<file path="src/rtl/sdram_chk_pkg.sv">
package sdram_chk_pkg;
   typedef enum logic [2:0] {
      OP_NOP, OP_ACT, OP_RD, OP_WR, OP_PRE, OP_REF, OP_MRS, OP_BST
   } op_e;

   typedef enum logic [2:0] {
      V_OK, V_STATE, V_TRCD, V_TRP, V_TRAS, V_TWR
   } viol_e;

   typedef enum logic [1:0] {
      BK_IDLE, BK_OPEN, BK_RDAP, BK_WRAP
   } bank_e;
endpackage

</file>
<file path="src/rtl/sdram_bank_fsm.sv">
module sdram_bank_fsm
   import sdram_chk_pkg::*;
#(
   parameter int TRCD = 3,
   parameter int TRAS = 7,
   parameter int TRP  = 3,
   parameter int TWR  = 2,
   parameter int BLH  = 2,
   parameter int TW   = 4
) (
   input  logic  clk,
   input  logic  rst_n,
   input  op_e   op,
   input  logic  hit,
   input  logic  ap,
   input  logic  accept,
   output viol_e viol
);
   localparam logic [TW-1:0] LD_RCD = TW'(TRCD - 1);
   localparam logic [TW-1:0] LD_RAS = TW'(TRAS - 1);
   localparam logic [TW-1:0] LD_RP  = TW'(TRP - 1);
   localparam logic [TW-1:0] LD_WR  = TW'(BLH + TWR - 1);
   localparam logic [TW-1:0] LD_RAP = TW'(BLH - 1);

   bank_e         st;
   logic [TW-1:0] rcd_t, ras_t, rp_t, wr_t, ap_t;
   logic          ap_pend;

   assign ap_pend = (st == BK_RDAP) || (st == BK_WRAP);

   always_comb begin
      viol = V_OK;
      if (hit) begin
         unique case (op)
            OP_ACT: begin
               if (st != BK_IDLE)  viol = V_STATE;
               else if (rp_t != 0) viol = V_TRP;
            end
            OP_RD, OP_WR: begin
               if (st != BK_OPEN)   viol = V_STATE;
               else if (rcd_t != 0) viol = V_TRCD;
            end
            OP_PRE: begin
               if (ap_pend) viol = V_STATE;
               else if (st == BK_OPEN && ras_t != 0) viol = V_TRAS;
               else if (st == BK_OPEN && wr_t != 0)  viol = V_TWR;
            end
            OP_REF, OP_MRS: begin
               if (st != BK_IDLE)  viol = V_STATE;
               else if (rp_t != 0) viol = V_TRP;
            end
            default: viol = V_OK;
         endcase
      end
   end

   always_ff @(posedge clk) begin
      if (!rst_n) begin
         st    <= BK_IDLE;
         rcd_t <= '0;
         ras_t <= '0;
         rp_t  <= '0;
         wr_t  <= '0;
         ap_t  <= '0;
      end else begin
         if (rcd_t != 0) rcd_t <= rcd_t - 1'b1;
         if (ras_t != 0) ras_t <= ras_t - 1'b1;
         if (rp_t  != 0) rp_t  <= rp_t  - 1'b1;
         if (wr_t  != 0) wr_t  <= wr_t  - 1'b1;
         if (ap_t  != 0) ap_t  <= ap_t  - 1'b1;

         // automatic close: burst/recovery done and minimum open time met
         if (ap_pend && ap_t == 0 && ras_t == 0) begin
            st   <= BK_IDLE;
            rp_t <= LD_RP;
         end

         if (hit && accept) begin
            unique case (op)
               OP_ACT: begin
                  st    <= BK_OPEN;
                  rcd_t <= LD_RCD;
                  ras_t <= LD_RAS;
                  wr_t  <= '0;
               end
               OP_RD: begin
                  if (ap) begin
                     st   <= BK_RDAP;
                     ap_t <= LD_RAP;
                  end
               end
               OP_WR: begin
                  wr_t <= LD_WR;
                  if (ap) begin
                     st   <= BK_WRAP;
                     ap_t <= LD_WR;
                  end
               end
               OP_PRE: begin
                  if (st == BK_OPEN) begin
                     st   <= BK_IDLE;
                     rp_t <= LD_RP;
                  end
               end
               default: ;
            endcase
         end
      end
   end
endmodule

</file>
<file path="config.mk">
export PLATFORM = sky130hd
export DESIGN_NAME = sdram_bank_fsm
export DESIGN_NICKNAME = d
export VERILOG_FILES = /design/src/rtl/sdram_chk_pkg.sv /design/src/rtl/sdram_bank_fsm.sv
export SDC_FILE = /design/constraint.sdc
export NUM_CORES = 1
export LEC_CHECK = 0
export ABC_AREA = 0
export ABC_CLOCK_PERIOD_IN_PS = 3830
export BUFFER_PORTS_ARGS = -buffer_cell sky130_fd_sc_hd__buf_2
export CAP_MARGIN = 10
export CORE_MARGIN = 3
export CORE_UTILIZATION = 40
export DETAILED_ROUTE_END_ITERATION = 8
export PLACE_DENSITY_LB_ADDON = 0.1
export REMOVE_ABC_BUFFERS = 1
export SLEW_MARGIN = 15
export SYNTH_ARGS = -nofsm -noshare
export SYNTH_HDL_FRONTEND = slang
export SYNTH_SLANG_ARGS = --single-unit
export TNS_END_PERCENT = 5
</file>
<file path="constraint.sdc">
create_clock -name clk -period 3.83 [get_ports clk]
set_input_delay 0 -clock clk [delete_from_list [all_inputs] [get_ports clk]]
set_output_delay 0 -clock clk [all_outputs]
set_load 0.02 [all_outputs]
</file>
# == After elaboration in Yosys (flattened, before gate mapping) ==
# Cells that the tools add are included.
# totals
input_bits,8
wordCells,71
romBits,0
ramBits,0
latchBits,0
regBits,22
memories,0
# classes
n_div,0
n_mux,34
bitwise,0
n_lt_le_gt_ge,0
reduce_logical,16
shifts,0
multipliers,0
addsub,5
n_eq_ne,10
# op_table
operator,count
two-way mux 4 bit,17
nonzero test 4 bit,5
subtractor 4 x 1 -> 4 bit (second input constant),5
two-way mux 2 bit,9
one-hot mux 4 bit (2 select lines),2
two-way mux 3 bit,4
equality test 3 bit (second input constant),3
one-hot mux 3 bit (3 select lines),1
zero test 4 bit,2
one-hot mux 2 bit (4 select lines),1
equality test 3 x 2 -> 1 bit (second input constant),2
logical AND 1 bit,5
equality test 2 bit (second input constant),2
equality test 3 x 1 -> 1 bit (second input constant),1
OR reduction 3 bit,1
equality test 2 x 1 -> 1 bit (second input constant),1
inequality test 2 x 1 -> 1 bit (second input constant),1
nonzero test 2 bit,1
OR reduction 2 bit,1
logical OR 1 bit,1

# == Depth between registers and ports, before layout ==
# logic_depth
depth_word,8
ltp_mapped,5

# == Worst setup path before layout ==
# OpenSTA, ideal clock, no wires.
# synth_timing
path_type,reg2out
from,register rp_t[0]
to,output port viol[0]
arrival_time_ns,1.447
path_slack_ns,2.383
required_ns,3.830
stages_incl_launch_ff,6
path_buffers,0
cell_sequence,dfxtp_1 inv_1 ha_1 or3b_1 nor4_1 o32ai_1
# synth_via
elab_chain_len,5
# synth_lines
element,line_no,text
from (decl),sdram_bank_fsm.sv:26,"logic [TW-1:0] rcd_t, ras_t, rp_t, wr_t, ap_t;"
from (signal assigned),sdram_bank_fsm.sv:68,if (rp_t != 0) rp_t <= rp_t - 1'b1;
nonzero test 4 bit,"sdram_bank_fsm.sv:37, sdram_bank_fsm.sv:50",
two-way mux 2 bit,"sdram_bank_fsm.sv:37, sdram_bank_fsm.sv:50",
two-way mux 2 bit,sdram_bank_fsm.sv:49,if (st != BK_IDLE) viol = V_STATE;
one-hot mux 3 bit (3 select lines),sdram_bank_fsm.sv:34,unique case (op)
two-way mux 3 bit,sdram_bank_fsm.sv:33,if (hit) begin
to (decl),sdram_bank_fsm.sv:17,output viol_e viol
# No other way between the ends.

# == Worst setup path in the final report ==
# layout_timing
from,register ras_t[0]
to,output port viol[0]
# layout_via
elab_chain_len,6
# layout_lines
element,line_no,text
from (decl),sdram_bank_fsm.sv:26,
from (signal assigned),sdram_bank_fsm.sv:67,if (ras_t != 0) ras_t <= ras_t - 1'b1;
nonzero test 4 bit,sdram_bank_fsm.sv:45,else if (st == BK_OPEN && ras_t != 0) viol = V_TRAS;
logical AND 1 bit,sdram_bank_fsm.sv:45,
two-way mux 3 bit,sdram_bank_fsm.sv:45,
two-way mux 3 bit,sdram_bank_fsm.sv:44,if (ap_pend) viol = V_STATE;
one-hot mux 3 bit (3 select lines),sdram_bank_fsm.sv:34,
two-way mux 3 bit,sdram_bank_fsm.sv:33,
# No other way between the ends.

==> flow_summary.toml <==
[min_path]
worst_hold_path_type = "in2reg"

[yosys]
synth_area_per_cell_um2 = 9.51
synthesis.instances = 141
synth_top_cell_area_share_pct = 32.8
post_synth_instance_area_mm2 = 0.00134
yosys_register_bits = 22
synthDominantAreaCellType = "dfxtp_1"
post_synth_main_area_contributors = "dfxtp_1 (33%), xnor2_1 (7.2%), ha_1 (5.6%)"
synth_sequential_area_ratio_pct = 32.8
cell_with_the_most_instances_after_synthesis = "dfxtp_1"
synth_edf_count = 0
synth_warnings = 0
synth_common_cells = "dfxtp_1 (22), inv_1 (12), xnor2_1 (11)"
netlist-cell-type-count = 45
yosys_most_used_dff = "dfxtp_1"
synth_async_sr_flop_share_pct = 0

[global_route]
overflow = 0
first_global_vias = 1059
grt_start_max_net_pins = 16
antenna_found_initial = 0
grt_first_pass_wirelength_mm = 4.80
global_route.usage.total_pct = 14.5

[clocking]
cts_max_path_bufs = 2
clk_root_buffer_cell = "clkbuf_4"
clk_pin_slew_ps = 110
ctsResizeCount = 0
cts_htree_levels = 1
worst_skew_pair.late_latency_ps = 300
number_of_clock_buffers_inserted_by_tritoncts = 3
cts-hold-fix-buffers = 0
tritoncts = "built"
total_clock_sinks = 22
postCtsSetupBuffers = 0

[timing]
report.final.setup_viol = 0
fmax_mhz = 535
slew_headroom_pct = 70.4
hold_violations_final = 0
timing_max_transition_violations_final = 0
clock_skew_ps = 6.88
tightest_slew_ps = 443
period_needed_ps = 1870
setup_tns_ps = 0
timing.final.crit_share_pct = 48.8
rsz0062_at_grt = "false"

[finish]
layout-area-overhead-vs-synth_pct = 7.18
finish.cell_count_without_fillers = 194
nNetsFinal = 166
multiInputGateArea_um2 = 825
ff_latch_area_um2 = 440
final_layout_size_suffix_gt1_share_pct = 18.7
fill_cells = 313
antenna-diode-count = 0

[critical_path]
path_class = "reg2out"
endpoint_kind = "output port"
crit_path_start_kind = "register"
critPathArrivalTime_ps = 1870
path_max_fanout = 8
worstPathRequired_ps = 3830

[status]
run_status = "finished clean"

[placement]
finalWeightedCongestion = 0.795
detailed_place_hpwl_mm = 2.08
dp.cells = 191
placement.io_buffers = 10

[run]
maxCapViolCount = 0

[route]
wire_per_inst_um = 13.7
drt_iter0_drc = 16
route.detailed.drc = 0
dr.pass1.iters = 3
routed_wl_mm = 2.66
routed_via_density = 5.16
ant_nets = 0
vias = 1001

[die]
placementRows = 20
initial_core_utilization_pct = 42.9
die_x_um = 63.9
boundaryPins = 11
die_ar_mm2 = 0.00408
die-height_um = 63.9
core_mm2 = 0.00313

[power_and_ir_drop]
ir_drop_mv = 0.350
p_leak_nw = 0.565
power.density_cell_area_mw_per_mm2 = 783
-- layout make-up --
class / count / area share [%]
Inverter: 12 / 3.13
Timing Repair Buffer: 10 / 3.48
Multi-Input combinational cell: 103 / 57.4
Clock buffer: 3 / 1.57
Sequential cell: 22 / 30.6
Tap cell: 44 / 3.83
-- per-layer routing --
| metal | routed length [µm] | track usage (%) | up-vias |
|---|---|---|---|
| li1 | - | - | 519 |
| met3 | 79 | 4.39 | 2 |
| met2 | 1360 | 26.5 | 6 |
| met1 | 1210 | 16.9 | 474 |
| met5 | 0 | 0 | - |
| met4 | 13 | 1.62 | 0 |
-- power breakdown --
part	total [mW]	switching, mW	internal (mW)	leakage (nW)
clock	0.102	0.0655	0.0366	0.0138
combinational	0.622	0.301	0.322	0.370
sequential	0.401	0.0794	0.322	0.182
-- cell families after synthesis --
kind of cell | count (synthesis) | share of synthesized area [%]
and+or+nand+nor | 55 | 29.1
AOI/OAI and AO/OA | 24 | 14.4
DFF | 22 | 32.8
buffers and inverters | 16 | 5.69
xor gates and xnor gates | 13 | 8.49
adders and majority gates | 6 | 5.60
muxes | 5 | 3.92
-- registers in the layout (all words and copies together) (netlist names) --
register	flops
ap_t	4
ras_t	4
rcd_t	4
rp_t	4
st	2
wr_t	4
-- critical path: stages, from the launching register on --
cell and delay, ps:
dfxtp_1 330, inv_1 110, ha_1 190, nor3b_4 420
a31oi_1 160, o32ai_1 140, buf_2 220
-- worst paths after layout --
| path | slack, ps | cells after the start | end | start |
|---|---|---|---|---|
| worst min register to register | 500 | 2 | ap_t[1]$_SDFF_PN0_ | ap_t[1]$_SDFF_PN0_ |
| worst min-delay path | 80 | 2 | ras_t[1]$_SDFF_PN0_ | rst_n |
| worst max-delay path | 1960 | 6 | viol[0] | ras_t[0]$_SDFF_PN0_ |
| worst max register to register | 2240 | 5 | rp_t[3]$_SDFF_PN0_ | ras_t[0]$_SDFF_PN0_ |
-- per-stage QoR --
step	worst slack, ps	area [µm²]	power, mW	hold slack (ps)	utilization (%)
5_1_grt	1780	1440	1.25	54.7	46.0
3_5_place_dp	2240	1420	1.03	388	45.2
3_3_place_gp	2340	1420	1.01	366	45.2
6_report	1960	1440	1.13	77.9	46.0
4_1_cts	1930	1440	1.14	56.0	46.0
2_1_floorplan	2380	1310	0.905	117	-
-- cell usage in the layout (no fill, tap or decap), drive strengths merged, types with 3 or more instances in the layout --
cell type   n
ha          6
or3b        4
nand3b      4
dfxtp      22
nand2b      4
nor3b       5
inv        12
mux2i       3
clkbuf      3
a31oi       4
nor3        7
buf        10
xnor2      11
o21a        3
nand2       6
a21oi       5
nor2       10
(Power assumes the default switching activity.)
